[src/rtl/st2mm_pkg.sv]
package st2mm_pkg;

    typedef enum logic [2:0] {
        SQ_IDLE  = 3'd0,
        SQ_WBEAT = 3'd1,
        SQ_WISSUE = 3'd2,
        SQ_RISSUE = 3'd3,
        SQ_RWAIT = 3'd4,
        SQ_CPL   = 3'd5
    } seq_state_e;

    typedef struct packed {
        logic rx_ready;
        logic hdr_load;
        logic wdata_load;
        logic cpl_load;
        logic wr_strobe;
        logic rd_strobe;
        logic access;
    } seq_ctrl_t;

endpackage

[src/rtl/st2mm_seq.sv]
module st2mm_seq
    import st2mm_pkg::*;
(
    input  logic      clk,
    input  logic      rst,
    input  logic      rx_valid,
    input  logic      rx_sop,
    input  logic      rx_eop,
    input  logic      hdr_is_write,
    input  logic      mm_rvalid,
    input  logic      tx_ready,
    output seq_ctrl_t ctrl
);

    typedef struct packed {
        seq_state_e st;
    } seq_reg_t;

    seq_reg_t r_q, r_d;

    always_comb begin
        ctrl            = '0;
        ctrl.rx_ready   = (r_q.st == SQ_IDLE) || (r_q.st == SQ_WBEAT);
        ctrl.hdr_load   = (r_q.st == SQ_IDLE) && rx_valid && rx_sop;
        ctrl.wdata_load = (r_q.st == SQ_WBEAT) && rx_valid;
        ctrl.cpl_load   = (r_q.st == SQ_RWAIT) && mm_rvalid;
        ctrl.wr_strobe  = (r_q.st == SQ_WISSUE);
        ctrl.rd_strobe  = (r_q.st == SQ_RISSUE);
        ctrl.access     = (r_q.st == SQ_WISSUE) || (r_q.st == SQ_RISSUE)
                       || (r_q.st == SQ_RWAIT);
    end

    always_comb begin
        r_d = r_q;
        unique case (r_q.st)
            SQ_IDLE: begin
                if (ctrl.hdr_load) begin
                    r_d.st = hdr_is_write ? SQ_WBEAT : SQ_RISSUE;
                end
            end
            SQ_WBEAT: begin
                if (rx_valid && rx_eop) begin
                    r_d.st = SQ_WISSUE;
                end
            end
            SQ_WISSUE: r_d.st = SQ_IDLE;
            SQ_RISSUE: r_d.st = SQ_RWAIT;
            SQ_RWAIT: begin
                if (mm_rvalid) begin
                    r_d.st = SQ_CPL;
                end
            end
            SQ_CPL: begin
                if (tx_ready) begin
                    r_d.st = SQ_IDLE;
                end
            end
            default: r_d.st = SQ_IDLE;
        endcase
    end

    always_ff @(posedge clk) begin
        if (rst) begin
            r_q.st <= SQ_IDLE;
        end else begin
            r_q <= r_d;
        end
    end

endmodule

[src/rtl/st2mm_req_capture.sv]
module st2mm_req_capture #(
    parameter int DATA_W = 32,
    parameter int ADDR_W = 16,
    parameter int FUNC_W = 1
) (
    input  logic              clk,
    input  logic              rst,
    input  logic              hdr_load,
    input  logic              wdata_load,
    input  logic [DATA_W-1:0] rx_data,
    output logic              hdr_is_write,
    output logic [FUNC_W-1:0] func_q,
    output logic [ADDR_W-1:0] addr_q,
    output logic [DATA_W-1:0] wdata_q
);

    localparam int OP_POS   = DATA_W - 1;
    localparam int FUNC_TOP = DATA_W - 2;

    typedef struct packed {
        logic [FUNC_W-1:0] func;
        logic [ADDR_W-1:0] addr;
        logic [DATA_W-1:0] wdata;
    } cap_reg_t;

    cap_reg_t c_q, c_d;

    assign hdr_is_write = rx_data[OP_POS];

    always_comb begin
        c_d = c_q;
        if (hdr_load) begin
            c_d.func = rx_data[FUNC_TOP -: FUNC_W];
            c_d.addr = rx_data[ADDR_W-1:0];
        end
        if (wdata_load) begin
            c_d.wdata = rx_data;
        end
    end

    always_ff @(posedge clk) begin
        if (rst) begin
            c_q <= '0;
        end else begin
            c_q <= c_d;
        end
    end

    assign func_q  = c_q.func;
    assign addr_q  = c_q.addr;
    assign wdata_q = c_q.wdata;

endmodule

[src/rtl/st2mm_func_sel.sv]
module st2mm_func_sel #(
    parameter int NUM_FUNC = 2,
    parameter int FUNC_W   = 1
) (
    input  logic                active,
    input  logic [FUNC_W-1:0]   func,
    output logic [NUM_FUNC-1:0] sel
);

    for (genvar i = 0; i < NUM_FUNC; i++) begin : g_sel
        assign sel[i] = active && (func == FUNC_W'(i));
    end

endmodule

[src/rtl/st2mm_cpl_out.sv]
module st2mm_cpl_out #(
    parameter int DATA_W = 32
) (
    input  logic              clk,
    input  logic              rst,
    input  logic              cpl_load,
    input  logic [DATA_W-1:0] mm_rdata,
    input  logic              tx_ready,
    output logic              tx_valid,
    output logic [DATA_W-1:0] tx_data
);

    typedef struct packed {
        logic              valid;
        logic [DATA_W-1:0] data;
    } cpl_reg_t;

    cpl_reg_t o_q, o_d;

    always_comb begin
        o_d = o_q;
        if (cpl_load) begin
            o_d.valid = 1'b1;
            o_d.data  = mm_rdata;
        end else if (o_q.valid && tx_ready) begin
            o_d.valid = 1'b0;
        end
    end

    always_ff @(posedge clk) begin
        if (rst) begin
            o_q <= '0;
        end else begin
            o_q <= o_d;
        end
    end

    assign tx_valid = o_q.valid;
    assign tx_data  = o_q.data;

endmodule

[src/rtl/st2mm_bridge.sv]
module st2mm_bridge
    import st2mm_pkg::*;
#(
    parameter int DATA_W   = 32,
    parameter int ADDR_W   = 16,
    parameter int NUM_FUNC = 2
) (
    input  logic                clk,
    input  logic                rst,
    input  logic                rx_valid,
    output logic                rx_ready,
    input  logic                rx_sop,
    input  logic                rx_eop,
    input  logic [DATA_W-1:0]   rx_data,
    output logic [NUM_FUNC-1:0] mm_sel,
    output logic [ADDR_W-1:0]   mm_addr,
    output logic                mm_write,
    output logic [DATA_W-1:0]   mm_wdata,
    output logic                mm_read,
    input  logic                mm_rvalid,
    input  logic [DATA_W-1:0]   mm_rdata,
    output logic                tx_valid,
    input  logic                tx_ready,
    output logic                tx_sop,
    output logic                tx_eop,
    output logic [DATA_W-1:0]   tx_data
);

    localparam int FUNC_W = (NUM_FUNC > 1) ? $clog2(NUM_FUNC) : 1;

    seq_ctrl_t          ctrl;
    logic               hdr_is_write;
    logic [FUNC_W-1:0]  func_q;

    st2mm_seq u_seq (
        .clk          (clk),
        .rst          (rst),
        .rx_valid     (rx_valid),
        .rx_sop       (rx_sop),
        .rx_eop       (rx_eop),
        .hdr_is_write (hdr_is_write),
        .mm_rvalid    (mm_rvalid),
        .tx_ready     (tx_ready),
        .ctrl         (ctrl)
    );

    st2mm_req_capture #(
        .DATA_W (DATA_W),
        .ADDR_W (ADDR_W),
        .FUNC_W (FUNC_W)
    ) u_cap (
        .clk          (clk),
        .rst          (rst),
        .hdr_load     (ctrl.hdr_load),
        .wdata_load   (ctrl.wdata_load),
        .rx_data      (rx_data),
        .hdr_is_write (hdr_is_write),
        .func_q       (func_q),
        .addr_q       (mm_addr),
        .wdata_q      (mm_wdata)
    );

    st2mm_func_sel #(
        .NUM_FUNC (NUM_FUNC),
        .FUNC_W   (FUNC_W)
    ) u_sel (
        .active (ctrl.access),
        .func   (func_q),
        .sel    (mm_sel)
    );

    st2mm_cpl_out #(
        .DATA_W (DATA_W)
    ) u_cpl (
        .clk      (clk),
        .rst      (rst),
        .cpl_load (ctrl.cpl_load),
        .mm_rdata (mm_rdata),
        .tx_ready (tx_ready),
        .tx_valid (tx_valid),
        .tx_data  (tx_data)
    );

    assign rx_ready = ctrl.rx_ready;
    assign mm_write = ctrl.wr_strobe;
    assign mm_read  = ctrl.rd_strobe;
    assign tx_sop   = tx_valid;
    assign tx_eop   = tx_valid;

endmodule

[config.mk]
export PLATFORM = sky130hd
export DESIGN_NAME = st2mm_bridge
export DESIGN_NICKNAME = d
export VERILOG_FILES = /design/src/rtl/st2mm_pkg.sv /design/src/rtl/st2mm_seq.sv /design/src/rtl/st2mm_req_capture.sv /design/src/rtl/st2mm_func_sel.sv /design/src/rtl/st2mm_cpl_out.sv /design/src/rtl/st2mm_bridge.sv
export SDC_FILE = /design/constraint.sdc
export NUM_CORES = 1
export LEC_CHECK = 0
export BUFFER_PORTS_ARGS = -buffer_cell sky130_fd_sc_hd__buf_2
export CORE_MARGIN = 5
export CORE_UTILIZATION = 40
export DETAILED_ROUTE_END_ITERATION = 10
export GPL_TIMING_DRIVEN = 1
export PLACE_DENSITY_LB_ADDON = 0.15
export SYNTH_ARGS = -nofsm -noshare
export SYNTH_HDL_FRONTEND = slang
export SYNTH_SLANG_ARGS = --single-unit
[constraint.sdc]
create_clock -name clk -period 1.4 [get_ports clk]
set_input_delay 0.21 -clock clk [delete_from_list [all_inputs] [get_ports clk]]
set_output_delay 0.21 -clock clk [all_outputs]
set_load 0.03 [all_outputs]
==> results.yml, run 1 <==
grt:
  grt_pass1_vias: 2896
  track_usage: 0.1673
  grt_max_degree: 38
  antenna_found_initial: 0
  grt-ovfl-total: 0
  grt_pass1_wl_um: 13630
die:
  die_h_um: 101.0
  row_count: 33
  core-area_mm2: 0.008134
  die_x_um: 101.0
  initial_utilization: 0.4072
  fp.dieArea_mm2: 0.01020
  num_io_pins: 159
clock_tree:
  cts_tree: "done"
  htree_levels: 3
  clock_sinks: 85
  root_buffer: "clkbuf_8"
  cts_buffer_depth: 2
  ctsHoldBuffers: 0
  cts_inserted_buffers: 9
  clk_latency_ps: 340
  clk_pin_slew_ps: 90
detailed_routing:
  via_count: 3081
  drc_errors: 0
  ant_nets: 0
  dr.pass1.iters: 4
  drtIter0Drc: 89
  finalWirelength_um: 9122
  wl_per_cell_um: 13.80
  vias_per_cell: 4.661
min_path:
  hold-path-endpoint: "u_cpl.tx_data[14]"
  min_from: "mm_rdata[14]"
  hold_path.class: "in2reg"
  whs_path_depth: 3
power_and_ir_drop:
  power.density_mw_per_mm2: 1224
  power.ir.vdd_worst_uv: 586.0
  p_total_uw: 5792
  total_leakage_power_uw: 0.002143
timing:
  grt_setup_unrepaired: "yes"
  layout_setup_ws_ps: -36.63
  tightest_slew_ps: 349.0
  min_period_ps: 1437
  skew_ps: 12.49
  hold_viol: 0
  setup_viol: 2
  fin_crit_sh: 1.026
  max_clock_freq_ghz: 0.6961
  slew_headroom: 0.7673
  slew_viol_final: 0
critical_path:
  timing.rr.start: "u_seq.r_q[2]"
  criticalPathCategory: "reg2out"
  cp_top_family: "flip-flops"
  critPathMaxStageDelay_ps: 380
  crit_path_top_delay_cell: "dfxtp_4"
  rr_worst_depth: 6
  r2r-end: "u_cap.wdata_q[25]"
  critPathCaptureType: "output pin"
  cp.required_ps: 1190
  crit_path_start_kind: "flip-flop"
  critPathArrivalTime_ps: 1230
  critPathMaxFanout: 6
  reg2reg_setup_slack_ps: 10
  path_cells: "nor2b_4 > a21oi_2 > nor2b_1 > buf_4"
  critPathBufInv: 1
yosys:
  synth.top_cells.by_count: "nand2_1 (131), dfxtp_1 (85), a21oi_1 (67), nand2b_1 (35), mux2i_1 (17)"
  ys_seq_elements: 85
  ys_seq_area_frac: 0.5138
  avgSynthCellArea_um2: 8.449
  synth_edf_count: 0
  synth_top_area_frac: 0.5138
  ys_types: 26
  synth_warnings: 0
  synth_area_leaders: "dfxtp_1 (51%), nand2_1 (15%), a21oi_1 (10%), nand2b_1 (6.6%), mux2i_1 (5.1%)"
  synth_area_mm2: 0.003312
  synth_nets: 463
  synth_most_common_cell: "nand2_1"
  dominantRegCellSynth: "dfxtp_1"
  ys_async_sr_fraction: 0
  yosys.area.top_type: "dfxtp_1"
  postSynthCellCount: 392
place:
  place.gp.congestion: 0.7561
  post-place-ws_ps: 16.34
  place_inst: 633
  hpwl_um: 6119
  port_buffers: 158
cells_and_area:
  multiInputGateArea_mm2: 0.001485
  n_antenna_cell: 0
  regArea_mm2: 0.001713
  final_nets: 623
  utilization: 0.5816
  layout.cells.non_filler: 661
  fill_cells: 774
  area_growth_pct: 42.84
  drive_gt1_frac: 0.4047
run_status:
  status: "complete, but fails checks"
  violations: "setup timing"
job:
  maxCapViolCount: 0
repair_timing:
| action | CTS | global route |
|---|---|---|
| endpoints found under the setup margin | 5 | 74 |
| gates resized for setup | 27 | 19 |
| pin swaps | 3 | 2 |
| buffers inserted | 8 | 1 |
| gates cloned | 2 | 2 |
worst min-delay path, delay by kind of cell:
kind / cells / cell delay, ps
compound gates: 1 / 50
buf+inv: 1 / 100
simple gates: 1 / 40
power by group:
part           internal [uW]  total, uW  switching (uW)
Clock                   1410       2230             821
Combinational            415        989             574
Sequential              2520       2580            57.7
Total                   4340       5790            1450
sequential cells by signal, indices dropped and copies added, names as in the netlist:
| register | flops |
|---|---|
| u_cap.func_q | 1 |
| u_cpl.tx_data | 32 |
| u_cap.addr_q | 16 |
| u_seq.r_q | 3 |
| u_cpl.tx_valid | 1 |
| u_cap.wdata_q | 32 |
worst max-delay path by stage:
stage	start	endpoint	depth (start not counted)
final	u_seq.r_q[1]	mm_sel[1]	4
after global routing	u_seq.r_q[1]	mm_sel[1]	4
after CTS	u_seq.r_q[1]	mm_sel[1]	4
after detailed placement	u_seq.r_q[1]	mm_sel[1]	4
after global placement	u_seq.r_q[2]	mm_sel[1]	4
after floorplan	u_seq.r_q[2]	mm_write	2
area by class of cell:
cell class / count / share of cell area
clock inverter: 4 / 0.02539
inverter: 2 / 0.001587
multi-input combinational: 271 / 0.3139
clock buffer: 11 / 0.02989
sequential: 85 / 0.3621
tap: 105 / 0.02777
timing repair buffer: 183 / 0.2394
per-layer routing:
metal / vias up / track usage / part of all wire
met5: - / 0 / 0
met4: 0 / 0.07260 / 0.017
met3: 12 / 0.05190 / 0.080
met2: 88 / 0.2800 / 0.48
met1: 1401 / 0.1969 / 0.42
li1: 1580 / - / -
cell usage in the layout, fill, tap and decap left out, types with 5 or more instances in the layout:
master and instances:
nand2b_1 35, nand2_1 131, clkbuf_8 10, a21oi_2 16
a21oi_1 51, mux2i_1 17, buf_4 16, buf_2 153
buf_6 5, dfxtp_1 82
per-stage QoR:
step | area, um^2 | hold WS, ps | TNS (ps)
final | 4731 | 91.66 | -52.73
after CTS | 4616 | 67.86 | -1221
after detailed placement | 4170 | 438.1 | 0
after floorplan | 3312 | 346.0 | 0
after global routing | 4731 | 81.40 | -815.6
after global placement | 4170 | 436.5 | 0
kinds of logic (layout without fill, tap and decap cells):
logic type,after synthesis,count (layout),synth area share
AO/OA/AOI/OAI,72,72,0.1137
buffers and inverters,36,200,0.06385
flip-flops,85,85,0.5138
multiplexers,17,17,0.05138
AND/OR/NAND/NOR,182,182,0.2573
(Power assumes the default switching activity.)
==> run 2: changes to the inputs <==
--- a/config.mk
+++ b/config.mk
@@ -5,7 +5,7 @@
 export SDC_FILE = /design/constraint.sdc
 export NUM_CORES = 1
 export LEC_CHECK = 0
-export BUFFER_PORTS_ARGS = -buffer_cell sky130_fd_sc_hd__buf_2
+export BUFFER_PORTS_ARGS = -buffer_cell sky130_fd_sc_hd__clkbuf_2
 export CORE_MARGIN = 5
 export CORE_UTILIZATION = 40
 export DETAILED_ROUTE_END_ITERATION = 10
==> run 2 against run 1 <==
- power is 8.8% lower
- critical path type is now reg2reg
- non-clock buffer count fell by 6
- first-iteration DRC count is 10% lower
- wire length shrank 3.7%
- largest power group unchanged
- combinational power is 8.8% lower
- largest cell class unchanged
- the run still ends with setup timing left
- design area fell by 3.8%
- setup slack better by 5.8 ps
==> results.yml, run 2 (synthesized netlist as in run 1, its figures left out) <==
detailed_routing:
  wl_per_cell_um: 13.44
  drc_errors: 0
  finalWirelength_um: 8788
  dr.pass1.iters: 4
  drtIter0Drc: 80
  vias_per_cell: 4.656
  ant_nets: 0
  via_count: 3045
cells_and_area:
  final_nets: 617
  n_antenna_cell: 0
  final_common_cell: "clkbuf_2"
  layout_common_cells: "clkbuf_2 (152), nand2_1 (131), dfxtp_1 (82)"
  layout.cells.non_filler: 654
  drive_gt1_frac: 0.3698
  utilization: 0.5598
  area_growth_pct: 37.48
clock_tree:
  htree_levels: 3
  clock_sinks: 85
  root_buffer: "clkbuf_8"
  cts_buffer_depth: 2
  ctsHoldBuffers: 0
  clk_pin_slew_ps: 80
  cts_tree: "done"
  cts_inserted_buffers: 9
  clk_latency_ps: 340
timing:
  grt_setup_unrepaired: "yes"
  fin_crit_sh: 1.022
  layout_setup_ws_ps: -30.86
  skew_ps: 7.927
  hold_viol: 0
  slew_viol_final: 0
  slew_headroom: 0.7396
  hold-worst-slack_ps: 83.07
  min_period_ps: 1431
  tightest_slew_ps: 390.6
  max_clock_freq_ghz: 0.6989
  setup_viol: 20
grt:
  grt_pass1_wl_um: 13220
  use_met3: 0.04360
  gr-usage-met2: 0.2759
  track_usage: 0.1608
  use_met1: 0.1934
  antenna_found_initial: 0
  grt_max_degree: 35
  grt_pass1_vias: 2806
  grt-ovfl-total: 0
  busiest_layer: "met2"
run_status:
  status: "complete, but fails checks"
  violations: "setup timing"
job:
  maxCapViolCount: 0
min_path:
  hold-path-endpoint: "u_cpl.tx_data[5]"
  hold_path.class: "in2reg"
  whs_path_depth: 3
  min_from: "mm_rdata[5]"
die:
  num_io_pins: 159
  die_h_um: 101.0
  row_count: 33
  die_x_um: 101.0
  core-area_mm2: 0.008134
  fp.dieArea_mm2: 0.01020
  initial_utilization: 0.4072
critical_path:
  criticalPathCategory: "reg2reg"
  critPathCaptureType: "flip-flop"
  rr_worst_depth: 6
  cp.required_ps: 1670
  critPathMaxFanout: 16
  critPathArrivalTime_ps: 1700
  reg2reg_setup_slack_ps: -30
  r2r-end: "u_cpl.tx_data[22]"
  crit_path_start_kind: "flip-flop"
  timing.rr.start: "u_seq.r_q[2]"
place:
  hpwl_um: 6285
  port_buffers: 158
  place_inst: 634
  place.gp.congestion: 0.7468
power_and_ir_drop:
  p_total_uw: 5282
  power.ir.vdd_worst_uv: 623.6
  power.density_mw_per_mm2: 1160
  total_leakage_power_uw: 0.002017
==> run 2: cell types whose count changed in the layout (fill, tap and decap cells not counted), sizes merged <==
cell	delta
clkinvlp	+2
buf	-158
clkbuf	+151
bufinv	-2
==> run 2: final cells by class <==
type,instances,area (um^2)
timing repair buffer,177,1065
multi-input combinational,271,1434
fill,777,3581
sequential,85,1713
clock inverter,4,75.07
inverter,2,7.507
clock buffer,10,127.6
tap,105,131.4
==> run 2: power breakdown <==
part | internal [uW] | switching, uW | total (uW)
combinational | 365 | 536 | 902
clock | 986 | 809 | 1800
sequential | 2520 | 66.1 | 2580
==> run 2: worst max path at each step <==
stage,to,slack (ps),startpoint,cells past startpoint
after floorplan,mm_write,20,u_seq.r_q[2],2
after global placement,mm_sel[1],40,u_seq.r_q[2],4
after detailed placement,mm_sel[1],10,u_seq.r_q[2],4
after CTS,mm_sel[1],-70,u_seq.r_q[1],4
after global routing,mm_sel[0],-100,u_seq.r_q[1],4
final,u_cpl.tx_data[22],-30,u_seq.r_q[2],6
==> run 2: worst max-delay path: stages (launching register included) <==
cell and delay (ps):
dfxtp_4 420, buf_2 160, buf_4 120, and4bb_4 290
clkbuf_16 190, nand2_1 60, a21oi_1 110
==> run 2: per-stage QoR <==
stage	setup slack, ps	setup TNS (ps)	area [um^2]
6_report	-30.86	-367.5	4553
5_1_grt	-102.1	-2737	4553
4_1_cts	-69.74	-253.7	4446
3_5_place_dp	10.88	0	4178
3_3_place_gp	37.60	0	4178
2_1_floorplan	17.37	0	3312
==> run 2: routing by layer <==
layer	up-vias	part of all wire	wire length, um
met5	-	0	0
met4	0	0.012	102
met1	1382	0.42	3691
met2	87	0.49	4317
met3	9	0.077	677
li1	1567	-	-
==> run 2: timing repair <==
action | CTS | global route
buffers inserted | 2 | 2
pin swaps | 1 | 2
gates resized for setup | 16 | 20
setup endpoints to repair | 5 | 11
cloned | 0 | 2
